--- config.mk ---
export PLATFORM = sky130hd
export DESIGN_NAME = pwm_timer8
export DESIGN_NICKNAME = d
export VERILOG_FILES = /design/src/rtl/pwm_tmr_pkg.sv /design/src/rtl/tmr_counter.sv /design/src/rtl/tmr_cmp_chan.sv /design/src/rtl/pwm_timer8.sv
export SDC_FILE = /design/constraint.sdc
export NUM_CORES = 1
export LEC_CHECK = 0
export BUFFER_PORTS_ARGS = -buffer_cell sky130_fd_sc_hd__buf_2
export CORE_MARGIN = 5
export CORE_UTILIZATION = 50
export DETAILED_ROUTE_END_ITERATION = 6
export GPL_TIMING_DRIVEN = 0
export HOLD_SLACK_MARGIN = 0.05
export PLACE_DENSITY = 0.71
export SYNTH_ARGS = -nofsm -noshare
export SYNTH_HDL_FRONTEND = slang
export SYNTH_HIERARCHICAL = 1
export SYNTH_SLANG_ARGS = --single-unit
--- constraint.sdc ---
create_clock -name clk -period 1.65 [get_ports clk]
set_input_delay 0.33 -clock clk [delete_from_list [all_inputs] [get_ports clk]]
set_output_delay 0.33 -clock clk [all_outputs]
set_load 0.02 [all_outputs]
--- src/rtl/pwm_tmr_pkg.sv ---
package pwm_tmr_pkg;

    typedef enum logic [1:0] {
        MODE_NORMAL = 2'd0,
        MODE_CTC    = 2'd1,
        MODE_FAST   = 2'd2,
        MODE_PHASE  = 2'd3
    } tmr_mode_e;

    typedef enum logic {
        DIR_UP   = 1'b0,
        DIR_DOWN = 1'b1
    } dir_state_e;

    typedef enum logic [2:0] {
        SEL_COUNT = 3'd0,
        SEL_CMPA  = 3'd1,
        SEL_CMPB  = 3'd2,
        SEL_CTRL  = 3'd3,
        SEL_FLAGS = 3'd4
    } wsel_e;

    localparam int unsigned NUM_CH = 2;

endpackage

--- src/rtl/tmr_counter.sv ---
module tmr_counter
    import pwm_tmr_pkg::*;
#(
    parameter int unsigned W = 8
) (
    input  logic         clk,
    input  logic         rst_n,
    input  logic         tick,
    input  tmr_mode_e    mode,
    input  logic         cnt_wr,
    input  logic [W-1:0] wr_data,
    input  logic [W-1:0] top_a,
    output logic [W-1:0] cnt_q,
    output dir_state_e   dir_q,
    output logic         cmp_ok,
    output logic         at_max,
    output logic         at_min
);
    localparam logic [W-1:0] MAXV = {W{1'b1}};
    localparam logic [W-1:0] ONE  = W'(1);

    dir_state_e   dir_d;
    logic [W-1:0] cnt_d;
    logic [W-1:0] inc;
    logic [W-1:0] dec;
    logic         block_q;

    assign inc    = cnt_q + ONE;
    assign dec    = cnt_q - ONE;
    assign at_max = (cnt_q == MAXV);
    assign at_min = (cnt_q == '0);
    assign cmp_ok = tick && !block_q;

    // next-state and next-count logic
    always_comb begin
        dir_d = dir_q;
        cnt_d = cnt_q;
        if (mode != MODE_PHASE) begin
            dir_d = DIR_UP;
        end
        if (cnt_wr) begin
            cnt_d = wr_data;
        end else if (tick) begin
            unique case (mode)
                MODE_NORMAL, MODE_FAST: cnt_d = inc;
                MODE_CTC: cnt_d = (!block_q && cnt_q == top_a) ? '0 : inc;
                MODE_PHASE: begin
                    unique case (dir_q)
                        DIR_UP: begin
                            if (at_max) begin
                                cnt_d = MAXV - ONE;
                                dir_d = DIR_DOWN;
                            end else begin
                                cnt_d = inc;
                                if (inc == MAXV) dir_d = DIR_DOWN;
                            end
                        end
                        DIR_DOWN: begin
                            if (at_min) begin
                                cnt_d = ONE;
                                dir_d = DIR_UP;
                            end else begin
                                cnt_d = dec;
                                if (dec == '0) dir_d = DIR_UP;
                            end
                        end
                    endcase
                end
            endcase
        end
    end

    // state register
    always_ff @(posedge clk) begin
        if (!rst_n) dir_q <= DIR_UP;
        else        dir_q <= dir_d;
    end

    // count and match-block registers
    always_ff @(posedge clk) begin
        if (!rst_n) begin
            cnt_q   <= '0;
            block_q <= 1'b0;
        end else begin
            cnt_q <= cnt_d;
            if (cnt_wr)    block_q <= 1'b1;
            else if (tick) block_q <= 1'b0;
        end
    end


    cnt_step_chk: assert property (@(posedge clk) disable iff (!rst_n)
        (tick && !cnt_wr && mode == MODE_NORMAL) |=> cnt_q == $past(cnt_q) + ONE);


    phase_down_chk: assert property (@(posedge clk) disable iff (!rst_n)
        (mode == MODE_PHASE && dir_q == DIR_DOWN && tick && !cnt_wr && !at_min)
        |=> cnt_q == $past(cnt_q) - ONE);


    ctc_block_chk: assert property (@(posedge clk) disable iff (!rst_n)
        (block_q && tick && !cnt_wr && mode == MODE_CTC && !at_max) |=> cnt_q != '0);

endmodule

--- src/rtl/tmr_cmp_chan.sv ---
module tmr_cmp_chan
    import pwm_tmr_pkg::*;
#(
    parameter int unsigned W = 8
) (
    input  logic         clk,
    input  logic         rst_n,
    input  tmr_mode_e    mode,
    input  logic [1:0]   out_mode,
    input  logic         cmp_wr,
    input  logic [W-1:0] wr_data,
    input  logic [W-1:0] cnt,
    input  logic         cmp_ok,
    input  logic         max_tick,
    input  dir_state_e   dir,
    input  logic         force_in,
    output logic         wave_q,
    output logic         match_evt,
    output logic [W-1:0] act_q
);
    logic [W-1:0] buf_q;
    logic         is_pwm;
    logic         load;
    logic         wave_d;
    logic         hit;

    assign is_pwm    = (mode == MODE_FAST) || (mode == MODE_PHASE);
    assign match_evt = cmp_ok && (cnt == act_q);
    assign load      = is_pwm && max_tick;
    assign hit       = match_evt || force_in;

    // compare value storage
    always_ff @(posedge clk) begin
        if (!rst_n) begin
            buf_q <= '0;
            act_q <= '0;
        end else begin
            if (cmp_wr) buf_q <= wr_data;
            if (cmp_wr && !is_pwm) act_q <= wr_data;
            else if (load)         act_q <= buf_q;
        end
    end

    // waveform next value
    always_comb begin
        wave_d = wave_q;
        unique case (mode)
            MODE_NORMAL, MODE_CTC: begin
                if (hit) begin
                    unique case (out_mode)
                        2'd0: wave_d = wave_q;
                        2'd1: wave_d = !wave_q;
                        2'd2: wave_d = 1'b0;
                        2'd3: wave_d = 1'b1;
                    endcase
                end
            end
            MODE_FAST: begin
                if (out_mode[1]) begin
                    if (max_tick)       wave_d = !out_mode[0];
                    else if (match_evt) wave_d = out_mode[0];
                end
            end
            MODE_PHASE: begin
                if (out_mode[1] && match_evt) begin
                    wave_d = (dir == DIR_DOWN) ^ out_mode[0];
                end
            end
        endcase
    end

    always_ff @(posedge clk) begin
        if (!rst_n) wave_q <= 1'b0;
        else        wave_q <= wave_d;
    end


    act_hold_chk: assert property (@(posedge clk) disable iff (!rst_n)
        (is_pwm && !load) |=> $stable(act_q));


    pwm_force_chk: assert property (@(posedge clk) disable iff (!rst_n)
        (is_pwm && force_in && !max_tick && !match_evt) |=> $stable(wave_q));


    toggle_chk: assert property (@(posedge clk) disable iff (!rst_n)
        (mode == MODE_NORMAL && out_mode == 2'd1 && match_evt) |=> wave_q != $past(wave_q));

endmodule

--- src/rtl/pwm_timer8.sv ---
module pwm_timer8
    import pwm_tmr_pkg::*;
#(
    parameter int unsigned CNT_W = 8
) (
    input  logic             clk,
    input  logic             rst_n,
    input  logic             tick,
    input  logic             wr_en,
    input  logic [2:0]       wr_sel,
    input  logic [CNT_W-1:0] wr_data,
    input  logic             force_a,
    input  logic             force_b,
    output logic [CNT_W-1:0] count,
    output logic             wave_a,
    output logic             wave_b,
    output logic             ovf_flag,
    output logic             match_a_flag,
    output logic             match_b_flag
);
    localparam int unsigned NFLAG = NUM_CH + 1;

    tmr_mode_e        mode_q;
    logic [1:0]       om_q   [NUM_CH];
    logic             frc    [NUM_CH];
    logic             cwr    [NUM_CH];
    logic             wave   [NUM_CH];
    logic             mevt   [NUM_CH];
    logic [CNT_W-1:0] act    [NUM_CH];

    logic             cnt_wr;
    logic             ctrl_wr;
    logic             flag_wr;
    logic [CNT_W-1:0] cnt_q;
    dir_state_e       dir_q;
    logic             cmp_ok;
    logic             at_max;
    logic             at_min;
    logic             max_tick;
    logic             ovf_set;
    logic [NFLAG-1:0] flag_q;
    logic [NFLAG-1:0] flag_set;
    logic [NFLAG-1:0] flag_clr;

    assign cnt_wr  = wr_en && (wr_sel == SEL_COUNT);
    assign ctrl_wr = wr_en && (wr_sel == SEL_CTRL);
    assign flag_wr = wr_en && (wr_sel == SEL_FLAGS);
    assign cwr[0]  = wr_en && (wr_sel == SEL_CMPA);
    assign cwr[1]  = wr_en && (wr_sel == SEL_CMPB);
    assign frc[0]  = force_a;
    assign frc[1]  = force_b;

    // control word
    always_ff @(posedge clk) begin
        if (!rst_n) begin
            mode_q   <= MODE_NORMAL;
            om_q[0]  <= 2'd0;
            om_q[1]  <= 2'd0;
        end else if (ctrl_wr) begin
            mode_q   <= tmr_mode_e'(wr_data[1:0]);
            om_q[0]  <= wr_data[3:2];
            om_q[1]  <= wr_data[5:4];
        end
    end

    tmr_counter #(.W(CNT_W)) u_cnt (
        .clk     (clk),
        .rst_n   (rst_n),
        .tick    (tick),
        .mode    (mode_q),
        .cnt_wr  (cnt_wr),
        .wr_data (wr_data),
        .top_a   (act[0]),
        .cnt_q   (cnt_q),
        .dir_q   (dir_q),
        .cmp_ok  (cmp_ok),
        .at_max  (at_max),
        .at_min  (at_min)
    );

    assign max_tick = tick && at_max;

    for (genvar c = 0; c < NUM_CH; c++) begin : g_ch
        tmr_cmp_chan #(.W(CNT_W)) u_ch (
            .clk       (clk),
            .rst_n     (rst_n),
            .mode      (mode_q),
            .out_mode  (om_q[c]),
            .cmp_wr    (cwr[c]),
            .wr_data   (wr_data),
            .cnt       (cnt_q),
            .cmp_ok    (cmp_ok),
            .max_tick  (max_tick),
            .dir       (dir_q),
            .force_in  (frc[c]),
            .wave_q    (wave[c]),
            .match_evt (mevt[c]),
            .act_q     (act[c])
        );
        assign flag_set[c+1] = mevt[c];
        assign flag_clr[c+1] = flag_wr && wr_data[c+1];
    end

    assign ovf_set     = tick && ((mode_q == MODE_PHASE) ? at_min : at_max);
    assign flag_set[0] = ovf_set;
    assign flag_clr[0] = flag_wr && wr_data[0];

    always_ff @(posedge clk) begin
        if (!rst_n) flag_q <= '0;
        else        flag_q <= (flag_q & ~flag_clr) | flag_set;
    end

    assign count        = cnt_q;
    assign wave_a       = wave[0];
    assign wave_b       = wave[1];
    assign ovf_flag     = flag_q[0];
    assign match_a_flag = flag_q[1];
    assign match_b_flag = flag_q[2];


    wr_block_chk: assert property (@(posedge clk) disable iff (!rst_n)
        cnt_wr |=> !mevt[0] && !mevt[1]);


    flag_sticky_chk: assert property (@(posedge clk) disable iff (!rst_n)
        (match_a_flag && !(flag_wr && wr_data[1])) |=> match_a_flag);


    ovf_set_chk: assert property (@(posedge clk) disable iff (!rst_n)
        (tick && mode_q != MODE_PHASE && count == {CNT_W{1'b1}}) |=> ovf_flag);

endmodule

---- Word level (Yosys, flattened, before mapping) ----
Memories as Yosys holds them, arrays and structs flattened.
Cells that the tools add are included.
storage, ports and cells
  bits in registers ....................... 49
  memories kept ........................... 1
  output and inout port bits .............. 13
  memory bits (writable) .................. 4
  logic and storage cells ................. 134
  bits of input ports ..................... 17
memories
  name  depth  width  read ports  clocked after memory_dff  write ports  RTL line          text
  om_q  2      2      2           0                         2            pwm_timer8.sv:24  logic [1:0] om_q [NUM_CH];
cells by class
  bitwise gates (word level) .............. 8
  reduce and logical (&&, ||, !) cells .... 41
  muxes and demuxes ....................... 43
  $add $sub $neg .......................... 2
  equal/unequal tests ..................... 28
operators by type and width
  cell                                                                    number
  8-bit 2-to-1 mux                                                        9
  1-bit 2-to-1 mux                                                        25
  8-bit case mux with 3 select lines                                      1
  1-bit logical AND                                                       19
  8-bit equality test                                                     2
  8-bit equality test (second input constant)                             2
  8-bit logical NOT                                                       2
  8-bit case mux with 2 select lines                                      1
  2-bit equality test (second input constant)                             6
  2-bit by 1-bit != test with 1-bit output (second input constant)        6
  1-bit case mux with 3 select lines                                      4
  5-bit AND reduction                                                     2
  8-bit by 1-bit adder with 8-bit output (second input constant)          1
  8-bit by 1-bit subtractor with 8-bit output (second input constant)     1
  2-bit by 1-bit equality test with 1-bit output (second input constant)  3
  3-bit by 2-bit equality test with 1-bit output (second input constant)  2
  1-bit logical NOT                                                       6
  2-bit logical NOT                                                       3
  2-bit != test (second input constant)                                   3
  3-bit by 1-bit != test with 1-bit output (second input constant)        2
  2-bit nonzero test                                                      3
  2-bit 2-to-1 mux                                                        2
  2-bit OR reduction                                                      2
  3-bit bitwise AND                                                       1
  other kinds (10)                                                        14

---- Depth between registers and ports, before layout ----
Gate-level depths: netlist of run 1.
  word-level depth ........................ 8
  depth in mapped cells ................... 9
  gate-level depth less buffers ........... 8

---- Cells and area by module ----
Netlist of run 1, hierarchy kept.
modules (own cells, without submodules)
  module        area an instance (µm²)  cells each  seq. area each (µm²)  instances
  tmr_cmp_chan  933.4                   90          340.3                 2
  tmr_counter   1236.2                  174         200.2                 1
  pwm_timer8    416.6                   39          220.2                 1

---- Worst setup path before layout of run 1 ----
Ideal clock, no wire load.
  path type ............................... register to register
  start ................................... register u_cnt.cnt_q[1]
  end ..................................... register g_ch[0].u_ch.wave_q
  period minus slack after synthesis ...... 2.016 ns
  library setup time ...................... 0.127 ns
  path slack .............................. -0.366 ns
  path buffers ............................ 0
  data required time ...................... 1.523 ns
  data arrival time ....................... 1.890 ns
  cell stages (with the launch flop) ...... 9
  cell sequence ........................... dfxtp_1 -> ha_1 -> nand4_1 -> nor2_1 -> and2_1 -> mux2i_1 -> xnor2_1 -> o211ai_1 -> mux2i_1
between the ends
  cells in the longest elaborated chain, start to end .. 5
  elaborated cells on any way between the ends .. 13
  classes of those cells .................. 5 x eq/ne; 3 x mux; 5 x reduce/logical
RTL lines
  element                             RTL line            text
  from (decl)                         tmr_counter.sv:13   output logic [W-1:0] cnt_q,
  from (signal assigned)              tmr_counter.sv:85   cnt_q <= cnt_d;
  8-bit equality test *               tmr_counter.sv:30   assign at_max = (cnt_q == MAXV);
  net at_max                          pwm_timer8.sv:37    logic at_max;
  1-bit logical AND *                 pwm_timer8.sv:81    assign max_tick = tick && at_max;
  net max_tick                        pwm_timer8.sv:39    logic max_tick;
  1-bit 2-to-1 mux                    tmr_cmp_chan.sv:60  if (max_tick) wave_d = !out_mode[0];
  1-bit 2-to-1 mux                    tmr_cmp_chan.sv:59  if (out_mode[1]) begin
  1-bit case mux with 3 select lines  tmr_cmp_chan.sv:47  unique case (mode)
  to (signal assigned)                tmr_cmp_chan.sv:74  else wave_q <= wave_d;
  to (decl)                           tmr_cmp_chan.sv:17  output logic wave_q,
Mark *: on every way through the listed nets, which the timed path passes. The rest lies on a longest branch. The select of a mux whose other input is x is not followed.
A chain may end at the register's enable or synchronous reset.

---- Final worst setup path of run 1 ----
  start ................................... register u_cnt.cnt_q[0]
  end ..................................... register u_cnt.cnt_q[7]
between the ends
  cells in the longest elaborated chain, start to end .. 6
  elaborated cells on any way between the ends .. 13
  classes of those cells .................. 2 x add/sub; 2 x eq/ne; 7 x mux; 2 x reduce/logical
RTL lines
  element                                                                        RTL line                              text
  8-bit by 1-bit subtractor with 8-bit output, or another cell as far along      tmr_counter.sv:29                     assign dec = cnt_q - ONE;
  8-bit 2-to-1 mux, or another cell as far along                                 tmr_counter.sv:59                     if (at_min) begin
  8-bit case mux with 2 select lines / 8-bit 2-to-1 mux (equally long branches)  tmr_counter.sv:48, tmr_counter.sv:46
  8-bit case mux with 3 select lines *                                           tmr_counter.sv:44                     unique case (mode)
  8-bit 2-to-1 mux *                                                             tmr_counter.sv:43                     end else if (tick) begin
  8-bit 2-to-1 mux *                                                             tmr_counter.sv:41                     if (cnt_wr) begin
Every way passes the cells marked *; elsewhere a longest branch is shown, timed or not. The select of a mux whose other input is x is not followed.

==> results.toml, run 1 <==
[floorplanning]
die_area_um2 = 8820
chipWidth_um = 93.9
dieHeight_um = 93.9
start_util_pct = 51.5
coreArea_um2 = 6830
rows = 30
pin_count = 30

[placement]
gp_congestion = 0.962
dp_hpwl_um = 7010
pre_cts_slack_ns = -0.407
port_buffers = 29

[critical_path]
crit_fanout = 5
regToRegSetupSlack_ns = -0.14
crit_type = "reg -> reg"
worst-r2r-cell-count = 9
cp-start-kind = "flop"
end_kind = "flop"
reg2reg_to = "u_cnt/cnt_q[7]"
r2r-start = "u_cnt/cnt_q[0]"
worstPathArrival_ns = 1.97
crit_required_ns = 1.83

[pwr]
p_switching_mw = 0.942
power_frac_clock_pct = 27.7
p_comb_share_pct = 26.5
ir_drop_v = 0.000455
internal_power_mw = 2.12
power.leakage_nw = 1.81
swShare_pct = 30.8
power_frac_seq_pct = 45.8
powerDensity_nw_per_um2 = 695

[sta]
finalCritPeriodShare_pct = 108
rsz0062_at_grt = "true"
tightest_slew_ns = 0.458
period_needed_ns = 1.79
slew_violations = 0
skew_ns = 0.00490
hold_ws_ns = 0.327
hold_viol_final = 0
fmax_mhz = 560
fin_ws_ns = -0.136
setup_viol = 15
timing.slew.headroom_pct = 69.5

[synth]
yosysMostFrequentCell = "dfxtp_1"
synthTopCellsByArea = "dfxtp_1 (28%), mux2i_1 (11%), xnor2_1 (7.7%)"
synth.top_cells.by_count = "dfxtp_1 (49), nand2_1 (48), mux2i_1 (38)"
yosysWarnings = 6
synth_edf_count = 4
yosysSeqAreaShare_pct = 31.3
yosysTopAreaCell = "dfxtp_1"
syn-num-nets = 415
async_flop_share_pct = 0
postSynthAreaPerCell_um2 = 8.96
synthCells = 393
synth-seq-cells = 53
synth_cell_types = 60
synthFlopType = "dfxtp_1"
synth_top_area_share_pct = 27.9
netlist_area_um2 = 3520

[global_routing]
grt_use_total_pct = 23.2
grt_pass1_wl_um = 16100
antenna_found_initial = 0
overflow = 0
first_global_vias = 3146
grt_max_degree = 20

[detailed_routing]
via_count = 3315
wl_per_cell_um = 18.4
antenna_left = 0
drc = 0
drtIter0Drc = 270
routed_via_density = 5.98
drtPass1Iterations = 5
wirelength_um = 10200

[finish]
layout-drive-gt1-share_pct = 29.9
diodes = 0
area_growth_pct = 25.0
fin_nets = 479

[worst_hold_path]
min_from = "tick"
hold_end = "flag_q[0]"
hold_path_depth = 2
hold_path_class = "in -> reg"

[clocking]
insertion_delay_ns = 0.31
clk_pin_slew_ns = 0.10
cts_tree = "done"
clockBufferDepth = 2
cts_buffers = 5
cts_root_buffer = "clkbuf_8"
cts.htree.levels = 2
clock-sinks = 53

[job]
max_cap_violations = 0

[outcome]
outcome = "finished with violations"
violations = "setup timing"
==> stage by stage <==
step,std cells,instance area [um^2],power (mW),setup TNS (ns),utilization (%)
floorplan,393,3580,1.85,-0.0244,-
global placement,518,3850,2.02,-6.88,56.3
detailed placement,518,3850,2.03,-7.13,56.3
CTS,543,4200,2.95,-0.242,61.4
global route,554,4400,3.20,-2.08,64.4
finish,554,4400,3.06,-0.896,64.4
==> power by group through the flow <==
stage          clock (mW)  combinational [mW]  sequential, mW
2_1_floorplan           0               0.397            1.45
3_3_place_gp            0               0.579            1.44
3_5_place_dp            0               0.588            1.44
4_1_cts             0.861               0.685            1.40
5_1_grt             0.926               0.865            1.41
6_report            0.847               0.812            1.40
==> timing repair <==
| action | CTS | global route |
|---|---|---|
| hold buffers | 0 | 0 |
| endpoints found under the setup margin | 28 | 29 |
| buffers inserted | 18 | 11 |
| pin swaps | 13 | 17 |
| resized for setup | 31 | 23 |
==> logic make-up (layout without fill, tap and decap cells) <==
family,after synthesis,in the layout,share of synthesized area (%)
AND/OR/NAND/NOR,142,142,21.9
AO/OA/AOI/OAI,82,82,18.0
flip-flops,53,53,31.3
multiplexers,40,40,11.6
buffers and inverters,37,102,7.00
XOR/XNOR,34,34,8.46
adder cells (fa/ha/maj),5,5,1.78
==> worst max path at each step <==
| stage | start | cells after the start | slack, ns | end |
|---|---|---|---|---|
| floorplan | u_cnt/cnt_q[0] | 8 | -0.009 | g_ch[0].u_ch/wave_q |
| global placement | mode_q[1] | 5 | -0.41 | u_cnt/cnt_q[2] |
| detailed placement | mode_q[1] | 5 | -0.41 | u_cnt/cnt_q[2] |
| CTS | u_cnt/cnt_q[0] | 9 | -0.05 | u_cnt/cnt_q[3] |
| global route | u_cnt/cnt_q[0] | 8 | -0.17 | u_cnt/cnt_q[7] |
| finish | u_cnt/cnt_q[0] | 9 | -0.14 | u_cnt/cnt_q[7] |
==> critical path, stage by stage (launching register included) <==
cell and delay [ns]:
dfxtp_4 0.39, buf_6 0.13, inv_6 0.07, ha_4 0.12
nor3b_4 0.29, buf_4 0.17, nor2_1 0.03, mux2i_1 0.16
and2_1 0.19, o311ai_4 0.11
==> layout make-up <==
class | instances | area [um^2]
fillers | 591 | 2430
multi-input cells | 303 | 2370
flip-flops and latches | 53 | 1130
repair buffers | 58 | 395
plain buffers | 24 | 220
well taps | 96 | 120
clock buffers | 6 | 93.8
inverters | 12 | 57.6
clock inverters | 2 | 13.8
==> per-layer routing <==
metal | part of all wire [%] | track usage, %
met1 | 42 | 30.3
met2 | 48 | 39.0
met3 | 6.7 | 3.69
met4 | 2.6 | 7.70
met5 | 0 | 0
==> cells in the final DEF, fill, tap and decap left out, types with 6 or more instances in the layout <==
master | netlist | routed
o211a_1 | 16 | 16
nor2b_1 | 21 | 21
o211ai_1 | 7 | 7
a21oi_1 | 15 | 14
buf_2 | 4 | 30
dfxtp_4 | 0 | 8
inv_1 | 11 | 9
xnor2_1 | 31 | 29
buf_4 | 4 | 27
buf_6 | 10 | 15
nand3_1 | 11 | 10
nor2_1 | 13 | 12
dfxtp_1 | 49 | 39
o21ai_0 | 14 | 8
nor3_1 | 11 | 6
nand2_1 | 48 | 47
and3_1 | 8 | 7
mux2i_1 | 38 | 38
==> sequential cells by signal, summed over array words and instances (netlist names) <==
register / flops
g_ch.u_ch/wave_q: 2
flag_q: 3
u_cnt/cnt_q: 8
om_q: 4
u_cnt/block_q: 1
g_ch.u_ch/act_q: 16
mode_q: 2
u_cnt/dir_q: 1
g_ch.u_ch/buf_q: 16
Power figures use the tool's default switching activity.
==> run 2: changes to the inputs <==
--- a/config.mk
+++ b/config.mk
@@ -8,6 +8,7 @@
 export BUFFER_PORTS_ARGS = -buffer_cell sky130_fd_sc_hd__buf_2
 export CORE_MARGIN = 5
 export CORE_UTILIZATION = 50
+export CTS_BUF_LIST = sky130_fd_sc_hd__clkbuf_8
 export DETAILED_ROUTE_END_ITERATION = 6
 export GPL_TIMING_DRIVEN = 0
 export HOLD_SLACK_MARGIN = 0.05
==> results.toml, run 2 (synthesis gave the netlist of run 1 again) <==
[pwr]
ir_drop_v = 0.000460
power.leakage_nw = 1.86
power_frac_seq_pct = 44.3
powerDensity_nw_per_um2 = 698
p_switching_mw = 0.966
power_frac_clock_pct = 28.9
swShare_pct = 30.6
internal_power_mw = 2.20
p_comb_share_pct = 26.8

[finish]
layout-drive-gt1-share_pct = 33.2
most-common-layout-cells = "nand2_1 (41), dfxtp_1 (39), mux2i_1 (38), buf_2 (30), buf_4 (29)"
reg.largest.list = "g_ch.u_ch/act_q: 16 flops, g_ch.u_ch/buf_q: 16 flops, u_cnt/cnt_q: 8 flops"
fillers = 576
layout_commonest_cell = "nand2_1"
fin_nets = 485
area_growth_pct = 28.7
diodes = 0

[sta]
hold_ws_ns = 0.329
finalCritPeriodShare_pct = 108
tightest_slew_ns = 0.485
skew_ns = 0.00660
hold_viol_final = 0
rsz0062_at_grt = "true"
slew_violations = 0
period_needed_ns = 1.78
fin_ws_ns = -0.130
setup_viol = 20
fmax_mhz = 562
timing.slew.headroom_pct = 67.7
tns_ns = -1.23

[clocking]
cts_buffers = 5
cts_root_buffer = "clkbuf_8"
cts.htree.levels = 2
cts_tree = "done"
clockBufferDepth = 2
insertion_delay_ns = 0.31
cts-hold-fix-buffers = 0
clock-sinks = 53
clk_pin_slew_ns = 0.10

[global_routing]
grt_use_total_pct = 23.3
grt_pass1_wl_um = 16200
grt_max_degree = 20
first_global_vias = 3149
overflow = 0
antenna_found_initial = 0

[floorplanning]
pin_count = 30
die_area_um2 = 8820
coreArea_um2 = 6830
dieHeight_um = 93.9
chipWidth_um = 93.9
rows = 30
start_util_pct = 51.5

[detailed_routing]
drc = 0
wl_per_cell_um = 19.0
drtIter0Drc = 342
wirelength_um = 10600
antenna_left = 0
routed_via_density = 6.13
drtPass1Iterations = 5
via_count = 3434

[outcome]
violations = "setup timing"
outcome = "finished with violations"

[critical_path]
cp-start-kind = "flop"
worstPathArrival_ns = 1.96
crit_type = "reg -> reg"
crit_fanout = 3
crit_required_ns = 1.83
end_kind = "flop"
worst-r2r-cell-count = 8

[job]
max_cap_violations = 0

[placement]
port_buffers = 29
dp_hpwl_um = 7010
gp_congestion = 0.962

[worst_hold_path]
hold_path_class = "in -> reg"
hold_path_depth = 2
[run 2: repair_timing]
| action | in CTS | in global routing |
|---|---|---|
| buffers inserted | 18 | 16 |
| gates resized for setup | 29 | 42 |
| pin swaps | 12 | 24 |
| endpoints found under the setup margin | 28 | 29 |
| cloned | 0 | 1 |
| endpoints found under the hold margin | 0 | 0 |
[run 2: layout make-up]
type	count	area, um^2	share of cell area [%]
Multi-Input combinational cell	303	2420	53.4
Sequential cell	53	1130	25.0
Timing Repair Buffer	64	464	10.2
Buffer	24	224	4.94
Tap cell	96	120	2.65
Clock buffer	5	68.8	1.52
Inverter	12	57.6	1.27
Clock inverter	3	43.8	0.967
[run 2: final timing paths]
kind	startpoint	to	slack, ns
setup / recovery	u_cnt/cnt_q[1]	u_cnt/cnt_q[7]	-0.13
hold / removal	tick	flag_q[0]	0.33
setup reg to reg	u_cnt/cnt_q[1]	u_cnt/cnt_q[7]	-0.13
hold reg to reg	g_ch[1].u_ch/wave_q	g_ch[1].u_ch/wave_q	0.48
[run 2: power groups by stage]
stage	logic [mW]	registers, mW	clock network, mW
6_report	0.847	1.40	0.915
5_1_grt	0.898	1.41	0.985
4_1_cts	0.687	1.40	0.916
3_5_place_dp	0.588	1.44	0
3_3_place_gp	0.579	1.44	0
2_1_floorplan	0.397	1.45	0
[run 2: per-stage QoR]
step	setup WS (ns)	utilization, %	instance area, um^2	power (mW)	cells
6_report	-0.130	66.3	4530	3.16	560
5_1_grt	-0.233	66.3	4530	3.29	560
4_1_cts	-0.0518	61.4	4190	3.00	543
3_5_place_dp	-0.407	56.3	3850	2.03	518
3_3_place_gp	-0.410	56.3	3850	2.02	518
2_1_floorplan	-0.00919	-	3580	1.85	393
[run 2: worst max-delay path, stage by stage, from the launching register on]
cell and delay [ns]:
dfxtp_4 0.38, ha_4 0.17, nand4_1 0.16, nor2_2 0.07, buf_4 0.14, buf_4 0.14, o21ai_0 0.31, a21o_1 0.17
o311ai_4 0.11
[run 2: layer usage]
layer / global-route usage [%] / routed length [um]
met1: 30.0 / 4520
met2: 39.1 / 5080
met3: 3.69 / 664
met4: 8.30 / 370
met5: 0 / 0
==> run 3: changes to the inputs <==
--- a/config.mk
+++ b/config.mk
@@ -12,6 +12,7 @@
 export DETAILED_ROUTE_END_ITERATION = 6
 export GPL_TIMING_DRIVEN = 0
 export HOLD_SLACK_MARGIN = 0.05
+export MAX_ROUTING_LAYER = met4
 export PLACE_DENSITY = 0.71
 export SYNTH_ARGS = -nofsm -noshare
 export SYNTH_HDL_FRONTEND = slang
==> results.toml, run 3 (synthesis gave the netlist of run 1 again) <==
[outcome]
outcome = "finished with violations"
violations = "setup timing"

[pwr]
power.leakage_nw = 1.82
ir_drop_v = 0.000561
powerDensity_nw_per_um2 = 673
internal_power_mw = 2.05
p_switching_mw = 0.955
total_power_mw = 3.00
power_frac_seq_pct = 46.8
power_frac_clock_pct = 27.1
p_comb_share_pct = 26.1
swShare_pct = 31.8

[global_routing]
grt_pass1_wl_um = 15700
grtUsageMet1_pct = 29.6
grt.busiest_layer = "met2"
overflow = 0
first_global_vias = 3084
use_met3_pct = 4.25
grt_max_degree = 20
antenna_found_initial = 0
grt_use_total_pct = 23.5
grt_use_met2_pct = 38.5

[clocking]
insertion_delay_ns = 0.31
cts_root_buffer = "clkbuf_8"
cts-hold-fix-buffers = 0
clk_pin_slew_ns = 0.10
clockBufferDepth = 2
clock-sinks = 53
cts_tree = "done"
cts.htree.levels = 2
cts_buffers = 5

[worst_hold_path]
hold_path_depth = 2
hold_path_class = "in -> reg"

[placement]
port_buffers = 29
gp_congestion = 0.981
dp.cells = 518
placed_cell_area_um2 = 3850
pre_cts_slack_ns = -0.383
dp_hpwl_um = 6990

[detailed_routing]
via_count = 3296
drc = 0
routed_via_density = 5.95
drtIter0Drc = 282
antenna_left = 0
drtPass1Iterations = 5
wl_per_cell_um = 18.6
wirelength_um = 10300

[sta]
rsz0062_at_grt = "true"
fin_ws_ns = -0.0847
skew_ns = 0.00845
period_needed_ns = 1.73
slew_violations = 0
timing.slew.headroom_pct = 66.5
setup_viol = 17
fmax_mhz = 576
finalCritPeriodShare_pct = 105
tightest_slew_ns = 0.497
hold_viol_final = 0

[critical_path]
worst-r2r-cell-count = 6
crit_type = "reg -> reg"
endpoint = "u_cnt/cnt_q[6]"
crit_start = "u_cnt/cnt_q[7]"
regToRegSetupSlack_ns = -0.08
crit_required_ns = 1.83
crit_fanout = 9
r2r-start = "u_cnt/cnt_q[7]"
end_kind = "flop"
cp-start-kind = "flop"
worstPathArrival_ns = 1.91
reg2reg_to = "u_cnt/cnt_q[6]"

[floorplanning]
coreArea_um2 = 6830
chipWidth_um = 93.9
rows = 30
start_util_pct = 51.5
dieHeight_um = 93.9
pin_count = 30
die_area_um2 = 8820

[finish]
most-common-layout-cells = "dfxtp_1 (39), mux2i_1 (38), nand2_1 (34), xnor2_1 (31), buf_2 (30)"
layout-drive-gt1-share_pct = 33.0
fin_util_pct = 65.3
area_growth_pct = 26.7
finish.instance_area_um2 = 4460
layout_commonest_cell = "dfxtp_1"
instances_no_fill = 554
fin_nets = 479
fillers = 577
diodes = 0
reg.largest.list = "g_ch.u_ch/act_q: 16 flops, g_ch.u_ch/buf_q: 16 flops, u_cnt/cnt_q: 8 flops"

[job]
max_cap_violations = 0
-- run 3: changes by cell type in the layout (fill, tap and decap cells not counted), sizes merged --
cell	before	now
bufinv	1	0
buf	81	73
clkinv	1	0
inv	13	14
clkbuf	10	13
-- run 3: critical path, cell delays in order, from the launching register on --
cell      delay [ns]
dfxtp_2         0.36
buf_6           0.15
xnor2_1         0.20
nand3_2         0.17
nor4_4          0.34
or2_4           0.24
o221ai_1        0.13
-- run 3: power by group through the flow --
| stage | Clock [mW] | Combinational, mW | Sequential [mW] |
|---|---|---|---|
| finish | 0.813 | 0.785 | 1.40 |
| global route | 0.903 | 0.836 | 1.41 |
| CTS | 0.828 | 0.687 | 1.41 |
| detailed placement | 0 | 0.587 | 1.44 |
| global placement | 0 | 0.579 | 1.44 |
| floorplan | 0 | 0.397 | 1.45 |
-- run 3: repair_timing --
action | 4_1_cts | 5_1_grt
pin swaps | 12 | 17
gates resized for setup | 35 | 40
buffers inserted | 19 | 9
endpoints found under the setup margin | 28 | 29
cloned | 0 | 2
-- run 3: worst min-delay path by stage --
| stage | slack (ns) | start | endpoint |
|---|---|---|---|
| after floorplan | 0.43 | wr_data[1] | flag_q[1] |
| after global placement | 0.47 | g_ch[1].u_ch/wave_q | g_ch[1].u_ch/wave_q |
| after detailed placement | 0.47 | g_ch[0].u_ch/wave_q | g_ch[0].u_ch/wave_q |
| after CTS | 0.30 | tick | flag_q[0] |
| after global routing | 0.30 | tick | flag_q[0] |
| final | 0.31 | tick | flag_q[0] |
-- run 3: layout make-up --
class                           instances  area [um^2]  share of cell area (%)
Inverter                               12         62.6                    1.40
Multi-Input combinational cell        303         2400                    53.8
Clock buffer                            6         82.6                    1.85
Clock inverter                          2         15.0                   0.337
Sequential cell                        53         1130                    25.4
Buffer                                 23          220                    4.94
Timing Repair Buffer                   59          424                    9.51
Tap cell                               96          120                    2.69
-- run 3: through the flow --
stage	hold slack, ns	TNS [ns]
after floorplan	0.430	-0.0244
after global placement	0.466	-6.86
after detailed placement	0.469	-6.92
after CTS	0.299	-0.103
after global routing	0.304	-1.99
final	0.309	-0.596
-- run 3: per-layer routing --
layer	vias to the layer above	wire, um
li1	1552	-
met1	1556	4380
met2	150	4900
met3	38	718
met4	0	290
met5	-	0
